### config.mk
export PLATFORM = sky130hd
export DESIGN_NAME = relguard_unit
export DESIGN_NICKNAME = d
export VERILOG_FILES = /design/src/rtl/relguard_pkg.sv /design/src/rtl/relguard_regs.sv /design/src/rtl/relguard_check.sv /design/src/rtl/relguard_unit.sv
export SDC_FILE = /design/constraint.sdc
export NUM_CORES = 1
export LEC_CHECK = 0
export CAP_MARGIN = 20
export CORE_MARGIN = 1.5
export CORE_UTILIZATION = 45
export DETAILED_ROUTE_END_ITERATION = 12
export DONT_BUFFER_PORTS = 1
export PLACE_DENSITY = 0.72
export SLEW_MARGIN = 10
export SYNTH_ARGS = -nofsm -noshare
export SYNTH_HDL_FRONTEND = slang
export SYNTH_SLANG_ARGS = --single-unit
### constraint.sdc
create_clock -name clk -period 2.5 [get_ports clk]
set_input_delay 0.5 -clock clk [delete_from_list [all_inputs] [get_ports clk]]
set_output_delay 0.5 -clock clk [all_outputs]
set_load 0.01 [all_outputs]
### src/rtl/relguard_pkg.sv
package relguard_pkg;
  localparam int SEL_W = 3;
  localparam int CAUSE_W = 2;
  localparam int NBANK = 5;

  localparam logic [CAUSE_W-1:0] CAUSE_NONE = 2'b00;
  localparam logic [CAUSE_W-1:0] CAUSE_LOW  = 2'b01;
  localparam logic [CAUSE_W-1:0] CAUSE_HIGH = 2'b10;
  localparam logic [CAUSE_W-1:0] CAUSE_PRIV = 2'b11;

  localparam logic [1:0] MODE_FENCE  = 2'b00;
  localparam logic [1:0] MODE_STATIC = 2'b01;

  localparam logic [SEL_W-1:0] SEL_MODE  = 3'd0;
  localparam logic [SEL_W-1:0] SEL_FENCE = 3'd1;
  localparam logic [SEL_W-1:0] SEL_LOWER = 3'd2;
  localparam logic [SEL_W-1:0] SEL_UPPER = 3'd3;
  localparam logic [SEL_W-1:0] SEL_BASE  = 3'd4;
  localparam logic [SEL_W-1:0] SEL_LIMIT = 3'd5;

  // Mode bit 1 selects the relocating window regardless of bit 0.
  function automatic logic mode_relocates(input logic [1:0] m);
    return m[1];
  endfunction
endpackage

### src/rtl/relguard_regs.sv
module relguard_regs
  import relguard_pkg::*;
#(
  parameter int AW = 16
) (
  input  logic             clk,
  input  logic             rst_n,
  input  logic             wr_en,
  input  logic             wr_kernel,
  input  logic [SEL_W-1:0] wr_sel,
  input  logic [AW-1:0]    wr_data,
  output logic [1:0]       mode_o,
  output logic [AW-1:0]    fence_o,
  output logic [AW-1:0]    lower_o,
  output logic [AW-1:0]    upper_o,
  output logic [AW-1:0]    base_o,
  output logic [AW-1:0]    limit_o,
  output logic             priv_fault_o
);
  logic          wr_ok;
  logic [1:0]    mode_q;
  logic [AW-1:0] bank_q [NBANK];

  assign wr_ok        = wr_en &  wr_kernel;
  assign priv_fault_o = wr_en & ~wr_kernel;

  always_ff @(posedge clk or negedge rst_n) begin
    if (!rst_n)                          mode_q <= MODE_FENCE;
    else if (wr_ok && wr_sel == SEL_MODE) mode_q <= wr_data[1:0];
  end

  // Bank entry g answers to select code g+1 (fence, lower, upper, base, limit).
  for (genvar g = 0; g < NBANK; g++) begin : g_bank
    always_ff @(posedge clk or negedge rst_n) begin
      if (!rst_n)                                  bank_q[g] <= '0;
      else if (wr_ok && wr_sel == SEL_W'(g + 1))   bank_q[g] <= wr_data;
    end
  end

  assign mode_o  = mode_q;
  assign fence_o = bank_q[SEL_FENCE - 1];
  assign lower_o = bank_q[SEL_LOWER - 1];
  assign upper_o = bank_q[SEL_UPPER - 1];
  assign base_o  = bank_q[SEL_BASE  - 1];
  assign limit_o = bank_q[SEL_LIMIT - 1];

  // a user-mode write leaves every register as it was.
  assert_user_write_ignored_R8: assert property (@(posedge clk) disable iff (!rst_n)
    priv_fault_o |=> ($stable(mode_o) && $stable(fence_o) && $stable(lower_o) &&
                      $stable(upper_o) && $stable(base_o) && $stable(limit_o)));
endmodule

### src/rtl/relguard_check.sv
module relguard_check
  import relguard_pkg::*;
#(
  parameter int AW = 16
) (
  input  logic               kernel,
  input  logic [AW-1:0]      addr,
  input  logic [1:0]         mode,
  input  logic [AW-1:0]      fence,
  input  logic [AW-1:0]      lower,
  input  logic [AW-1:0]      upper,
  input  logic [AW-1:0]      base,
  input  logic [AW-1:0]      limit,
  output logic               pass_o,
  output logic [CAUSE_W-1:0] cause_o,
  output logic [AW-1:0]      phys_o,
  output logic               below_ev_o,
  output logic               above_ev_o
);
  // Arithmetic kept in functions so each rule reads on its own.
  function automatic logic f_above(input logic [AW-1:0] a, input logic [AW-1:0] b);
    return a > b;
  endfunction

  function automatic logic f_under(input logic [AW-1:0] a, input logic [AW-1:0] b);
    return a < b;
  endfunction

  function automatic logic [AW-1:0] f_relocate(input logic [AW-1:0] b, input logic [AW-1:0] a);
    logic [AW:0] sum;
    sum = {1'b0, b} + {1'b0, a};
    return sum[AW-1:0];
  endfunction

  logic          is_reloc;
  logic [AW-1:0] reloc_addr;

  assign is_reloc   = mode_relocates(mode);
  assign reloc_addr = f_relocate(base, addr);

  always_comb begin
    below_ev_o = 1'b0;
    above_ev_o = 1'b0;
    phys_o     = addr;
    if (!kernel) begin
      if (is_reloc) begin
        // Limit is judged on the untranslated address.
        above_ev_o = !f_under(addr, limit);
        phys_o     = reloc_addr;
      end else if (mode[0]) begin
        below_ev_o = !f_above(addr, lower);
        above_ev_o = !f_under(addr, upper) && f_above(addr, lower);
      end else begin
        below_ev_o = !f_above(addr, fence);
      end
    end
  end

  assign pass_o  = !below_ev_o && !above_ev_o;
  assign cause_o = below_ev_o ? CAUSE_LOW : (above_ev_o ? CAUSE_HIGH : CAUSE_NONE);
endmodule

### src/rtl/relguard_unit.sv
module relguard_unit
  import relguard_pkg::*;
#(
  parameter int AW = 16
) (
  input  logic               clk,
  input  logic               rst_n,
  input  logic               kernel_mode,
  input  logic               req_valid,
  input  logic [AW-1:0]      req_addr,
  input  logic               cfg_we,
  input  logic [SEL_W-1:0]   cfg_sel,
  input  logic [AW-1:0]      cfg_wdata,
  output logic               accept_o,
  output logic [AW-1:0]      phys_addr_o,
  output logic               trap_o,
  output logic [CAUSE_W-1:0] cause_o
);
  logic [1:0]         reg_mode;
  logic [AW-1:0]      reg_fence, reg_lower, reg_upper, reg_base, reg_limit;
  logic               priv_ev;
  logic               chk_pass, below_ev, above_ev;
  logic [CAUSE_W-1:0] chk_cause;
  logic [AW-1:0]      chk_phys;
  logic               ok_ev, fail_ev;

  relguard_regs #(.AW(AW)) u_regs (
    .clk          (clk),
    .rst_n        (rst_n),
    .wr_en        (cfg_we),
    .wr_kernel    (kernel_mode),
    .wr_sel       (cfg_sel),
    .wr_data      (cfg_wdata),
    .mode_o       (reg_mode),
    .fence_o      (reg_fence),
    .lower_o      (reg_lower),
    .upper_o      (reg_upper),
    .base_o       (reg_base),
    .limit_o      (reg_limit),
    .priv_fault_o (priv_ev)
  );

  relguard_check #(.AW(AW)) u_check (
    .kernel     (kernel_mode),
    .addr       (req_addr),
    .mode       (reg_mode),
    .fence      (reg_fence),
    .lower      (reg_lower),
    .upper      (reg_upper),
    .base       (reg_base),
    .limit      (reg_limit),
    .pass_o     (chk_pass),
    .cause_o    (chk_cause),
    .phys_o     (chk_phys),
    .below_ev_o (below_ev),
    .above_ev_o (above_ev)
  );

  // A privilege fault outranks the address verdict of the same cycle.
  assign ok_ev   = req_valid &  chk_pass & ~priv_ev;
  assign fail_ev = req_valid & ~chk_pass & ~priv_ev;

  always_ff @(posedge clk or negedge rst_n) begin
    if (!rst_n) begin
      accept_o    <= 1'b0;
      trap_o      <= 1'b0;
      cause_o     <= CAUSE_NONE;
      phys_addr_o <= '0;
    end else begin
      accept_o    <= ok_ev;
      trap_o      <= fail_ev | priv_ev;
      cause_o     <= priv_ev ? CAUSE_PRIV : (fail_ev ? chk_cause : CAUSE_NONE);
      phys_addr_o <= ok_ev ? chk_phys : '0;
    end
  end

  assert_accept_trap_excl_R10: assert property (@(posedge clk) disable iff (!rst_n)
    !(accept_o && trap_o));

  assert_cause_matches_trap_R10: assert property (@(posedge clk) disable iff (!rst_n)
    trap_o == (cause_o != CAUSE_NONE));

  assert_idle_quiet_R2: assert property (@(posedge clk) disable iff (!rst_n)
    (!req_valid && !priv_ev) |=> (!accept_o && !trap_o && phys_addr_o == '0));

  assert_priv_trap_R8: assert property (@(posedge clk) disable iff (!rst_n)
    priv_ev |=> (trap_o && cause_o == CAUSE_PRIV && !accept_o));

  assert_kernel_bypass_R3: assert property (@(posedge clk) disable iff (!rst_n)
    (req_valid && kernel_mode) |=> (accept_o && phys_addr_o == $past(req_addr)));

  assert_fence_low_R4: assert property (@(posedge clk) disable iff (!rst_n)
    (req_valid && !kernel_mode && reg_mode == MODE_FENCE && req_addr <= reg_fence)
      |=> (trap_o && cause_o == CAUSE_LOW));

  assert_reloc_sum_R6: assert property (@(posedge clk) disable iff (!rst_n)
    (req_valid && !kernel_mode && !priv_ev && reg_mode[1] && req_addr < reg_limit)
      |=> (accept_o && phys_addr_o == AW'($past(reg_base) + $past(req_addr))));

  assert_static_window_R5: assert property (@(posedge clk) disable iff (!rst_n)
    (req_valid && !kernel_mode && !priv_ev && reg_mode == MODE_STATIC && above_ev)
      |=> (trap_o && cause_o == CAUSE_HIGH));

  assert_low_event_cause_R9: assert property (@(posedge clk) disable iff (!rst_n)
    (req_valid && !priv_ev && below_ev) |=> (cause_o == CAUSE_LOW));
endmodule

[After elaboration in Yosys (flattened, before gate mapping)]
Index checks and enable logic that the tools add are counted.
Operators by class
  equal/unequal tests: 5
  $add $sub $neg: 1
  reductions and logical operators: 15
  $lt $le $gt $ge: 4
  muxes and demuxes: 13
  bitwise operators: 10
Operators with widths (count)
  2-to-1 mux 16 bit: 3
  > comparator 16 bit: 2
  less-than comparator 16 bit: 2
  adder 16 bit: 1
  logical AND 1 bit: 8
  2-to-1 mux 2 bit: 4
  bitwise AND 1 bit: 6
  == test 3 x 2 -> 1 bit, second input constant: 2
  == test 3 bit, second input constant: 2
  logical NOT 1 bit: 6
  2-to-1 mux 1 bit: 6
  == test 3 x 1 -> 1 bit, second input constant: 1
  logical NOT 3 bit: 1
  inverter 1 bit: 3
  OR 1 bit: 1
Storage, ports and cells
  output and inout port bits: 20
  register bits: 102
  word-level logic and storage cells: 58
  input bits: 40

[Logic depth before layout (Yosys ltp)]
  depth in word-level cells: 13
  depth in mapped cells: 10
  mapped depth without buffers: 9

[Cells and area by module]
From an unflattened synthesis, not the netlist that was laid out.
Unflattened totals
  cells, all modules: 601
  area, all modules: 6393.6 µm²
Modules (own cells, without submodules)
  relguard_regs: area an instance 3126.7 µm², sequential area each 2052.0 µm², cells an instance 183, instances 1
  relguard_check: area an instance 2573.7 µm², sequential area each 0.0 µm², cells an instance 375, instances 1
  relguard_unit: area an instance 693.2 µm², sequential area each 500.5 µm², cells an instance 43, instances 1

[Worst setup path before layout]
OpenSTA, ideal clock, no wires.
  path kind: input -> register
  start point: input req_addr[9]
  end point: register phys_addr_o[15]
  required time: 2.356 ns
  path buffers: 0
  arrival time: 2.353 ns
  slack: 0.002 ns
  setup time: 0.144 ns
  stages: 8
  cell sequence: ha_1 > and3_1 > and2_4 > a311oi_4 > o21ai_2 > or4_4 > a21oi_1 > nor4b_2
Between the ends
  word-level cells in the longest chain between the ends: 11
  elaborated cells on any way between the ends: 24
  classes of those cells: add/sub: 1; order compare: 4; mux: 9; bitwise: 2; reduce/logical: 8
RTL lines
  start: declaration: RTL line relguard_unit.sv:10  | input logic [AW-1:0] req_addr,
  less-than comparator 16 bit: RTL line relguard_check.sv:26  | return a < b;
  logical NOT 1 bit: RTL line relguard_check.sv:52  | above_ev_o = !f_under(addr, upper) && f_above(addr, lower);
  logical AND 1 bit: RTL line relguard_check.sv:52
  2-to-1 mux 1 bit: RTL line relguard_check.sv:50  | end else if (mode[0]) begin
  2-to-1 mux 1 bit: RTL line relguard_check.sv:46  | if (is_reloc) begin
  2-to-1 mux 1 bit: RTL line relguard_check.sv:45  | if (!kernel) begin
  logical NOT 1 bit: RTL line relguard_check.sv:59  | assign pass_o = !below_ev_o && !above_ev_o;
  logical AND 1 bit: RTL line relguard_check.sv:59
  bitwise AND 1 bit (2 in a row): RTL line relguard_unit.sv:60  | assign ok_ev = req_valid & chk_pass & ~priv_ev;
  2-to-1 mux 16 bit *: RTL line relguard_unit.sv:73  | phys_addr_o <= ok_ev ? chk_phys : '0;
  end signal: assignment: RTL line relguard_unit.sv:73
  end: declaration: RTL line relguard_unit.sv:15  | output logic [AW-1:0] phys_addr_o,
Mark *: on every way between the ends. The rest lies on a longest branch, timed or not.
A chain may end at the register's enable or synchronous reset.

[Final worst setup path]
  start point: register u_regs.bank_q (netlist bit u_regs.base_o[8])
  end point: register phys_addr_o[15]
Between the ends
  word-level cells in the longest chain between the ends: 4
RTL lines
  start: declaration: RTL line relguard_regs.sv:22  | logic [AW-1:0] bank_q [NBANK];
  start signal: indexed assignment: RTL line relguard_regs.sv:36  | else if (wr_ok && wr_sel == SEL_W'(g + 1)) bank_q[g] <= wr_data;
  adder 16 bit: RTL line relguard_check.sv:31  | sum = {1'b0, b} + {1'b0, a};
  2-to-1 mux 16 bit: RTL line relguard_check.sv:46
  2-to-1 mux 16 bit: RTL line relguard_check.sv:45
  2-to-1 mux 16 bit: RTL line relguard_unit.sv:73
No other way between the ends.

==> out/results.txt <==
Status = finished with violations
Failing checks = hold timing
Static Leak = 3.175 nW
Clk pin slew, worst setup/hold paths = 70 ps
I/O pins = 60
Initial core utilization = 46.23%
H-tree levels = 3
CP max FO = 3
Peak Freq = 409.2 MHz
Bufs on Longest Clock Path = 2
Slowest stage cell, crit path = or4_4
Total Routing Usage GR = 21.60%
DRC Markers = 0
Yosys warning count = 0
Asr flop ratio synth = 100.0%
Root Buffer Master = clkbuf_16
Max_slew headroom = 74.44%
PD cells = 796.1 mW/mm^2
Post-Route Setup TNS = 0 ps
Slew @ Worst Pin = 373.8 ps
First-pass GRT wire length = 24280 microns
Synth area leaders = dfrtp_1 (42%), ha_1 (16%), mux2_2 (6.8%), o21ai_0 (4.9%), inv_1 (4.0%)
Tcrit/Tclk final = 97.75%
CTS Buf Count = 9
Yosys cell types = 60
Die H = 119.9 microns
Die area = 0.01437 sq mm
Initial antenna violation count = 0
Pin count of the biggest net entering global routing = 103
Area Growth Syn to Fin = 11.67%
Final Instance Area = 0.006863 sq mm
Final setup violation count = 0
ANT nets after route = 0
Setup Buffers After CTS = 0
Global placer's final weighted congestion = 0.8786
Post-synth EDFFs = 0
Via count = 4650
Mapped Avg Cell Area = 9.802 sq um
Worst Path Buf+Inv = 0
Maximum VDD drop = 0.0003799 V
Net Count, Synth = 745
Max Cap Viol = 0
Via density = 5.636
# port buffers = 0
Floorplan row count = 42
CP max stage delay = 490 ps
Post-Syn Area = 0.006146 sq mm
Post-synth top area share = 41.53%
Dpl hpwl = 11370 microns
Vias in the first global route = 4858
Slew Viols, Final = 0
Count leader, synth = dfrtp_1
Synth Flop Type = dfrtp_1
Seq cells post-synth = 102
WL final = 14850 microns
Dpl cells = 810
Wire per inst = 18.00 microns
CTS tree = yes
CTS sink cnt = 102
Clk_lat worst skew = 340 ps
Final Non-Filler Cells = 825
CP Data Arrival Time = 2670 ps
Filler cells = 1159
CP Launch Type = register
Dpl cell area = 0.006506 sq mm
Sequential fraction of the synthesis area = 41.53%
Nets@finish = 763
DR iter-0 viols = 363
Top cells by count, synth = dfrtp_1 (102), ha_1 (77), inv_1 (66)
Final hold slack = -148.5 ps
Pre-antenna DRT Iters = 5
Grt total ovfl = 0
Area leader, netlist = dfrtp_1
Required @ worst endpoint = 2720 ps
# diodes = 0
Die width = 119.9 microns
Cell Chain, Critical Path = ha_1 > and3_1 > and2_4 > a311oi_4 > o21ai_2 > or4_4 > a21oi_1 > nor4b_2
WS Path Type = register to register
Post-layout util = 51.62%
Cell count after synthesis = 627
Minimum clock period = 2444 ps
Top delay family on crit path = simple AND/OR/NAND/NOR gates
Hold WC Path Type = input pin to asynchronous set/reset pin
Core Region = 0.01330 sq mm
Share of cells above drive strength 1 = 16.80%
Clock Skew = 9.601 ps
Final Hold Vio Count = 102
Worst setup EP type = register
-- final cells by class --
class	instances	area (sq um)	share of cell area, %
well taps	176	220.2	3.209
flip-flops and latches	102	2552	37.19
multi-input cells	441	3321	48.39
inverters	66	247.7	3.610
clock buffers	12	266.5	3.883
clock inverters	3	42.54	0.6199
repair buffers	25	212.7	3.099
-- registers in the layout, indices dropped and copies added, names as in the netlist --
name / cells
phys_addr_o: 16
u_regs.base_o: 16
u_regs.fence_o: 16
u_regs.limit_o: 16
u_regs.lower_o: 16
u_regs.upper_o: 16
cause_o: 2
u_regs.mode_o: 2
accept_o: 1
trap_o: 1
-- cells by family after synthesis --
group / count (synthesis) / share of synthesized area [%]
xor gates and xnor gates: 8 / 1.140
adders and majority gates: 78 / 16.00
buffers and inverters: 84 / 5.374
and+or+nand+nor: 167 / 13.31
DFF: 102 / 41.53
muxes: 42 / 7.594
AOI/OAI and AO/OA: 146 / 15.05
-- per-layer routing --
layer	up-vias	GRT usage (%)	share of wire, %
met1	2254	28.32	43
met4	0	8.929	2.7
met2	135	34.41	47
met5	-	0	0
met3	23	5.086	7.1
li1	2238	-	-
-- per-stage QoR --
step           total power [mW]  worst slack [ps]
2_1_floorplan             3.467             2.380
3_3_place_gp              3.871             5.530
3_5_place_dp              3.978            -75.83
4_1_cts                   5.446             38.62
5_1_grt                   5.816            -6.226
6_report                  5.463             56.15
-- cell usage in the layout, fill, tap and decap left out, types with 5 or more instances in the layout --
cell,Yosys,routed
o211ai_1,5,5
nor3_1,21,20
mux2i_1,5,5
clkbuf_16,0,9
nand3_1,12,12
buf_4,2,23
inv_1,66,66
a211oi_1,7,7
a21o_1,6,6
nand2_1,64,64
nor2_1,29,27
a21oi_1,39,37
dfrtp_1,102,102
nor2b_1,6,6
nand4_1,9,9
ha_1,77,75
o21ai_0,60,60
mux2_2,37,37
nor4_1,5,5
-- worst paths after layout --
check | cells past startpoint | endpoint | from | slack, ps
setup / recovery | 8 | phys_addr_o[15] | u_regs.base_o[8] | 60
setup reg to reg | 8 | phys_addr_o[15] | u_regs.base_o[8] | 60
min in group clk | 1 | cause_o[1] | req_valid | 270
hold reg to reg | 1 | u_regs.upper_o[11] | u_regs.upper_o[11] | 510
hold / removal | 0 | u_regs.upper_o[2] | rst_n | -150
max in group asynchronous | 0 | phys_addr_o[14] | rst_n | 2390
-- power breakdown --
group	internal, mW	switching [mW]	leakage [nW]
Clock	0.852	0.605	0.151
Sequential	2.00	0.181	1.26
Combinational	0.854	0.968	1.77
-- what timing repair did --
action                                  4_1_cts  5_1_grt
hold endpoints to repair                    102      102
gates resized for setup                       0        8
endpoints found under the setup margin        0        5
Note: power is estimated with default switching activity, not from simulation.
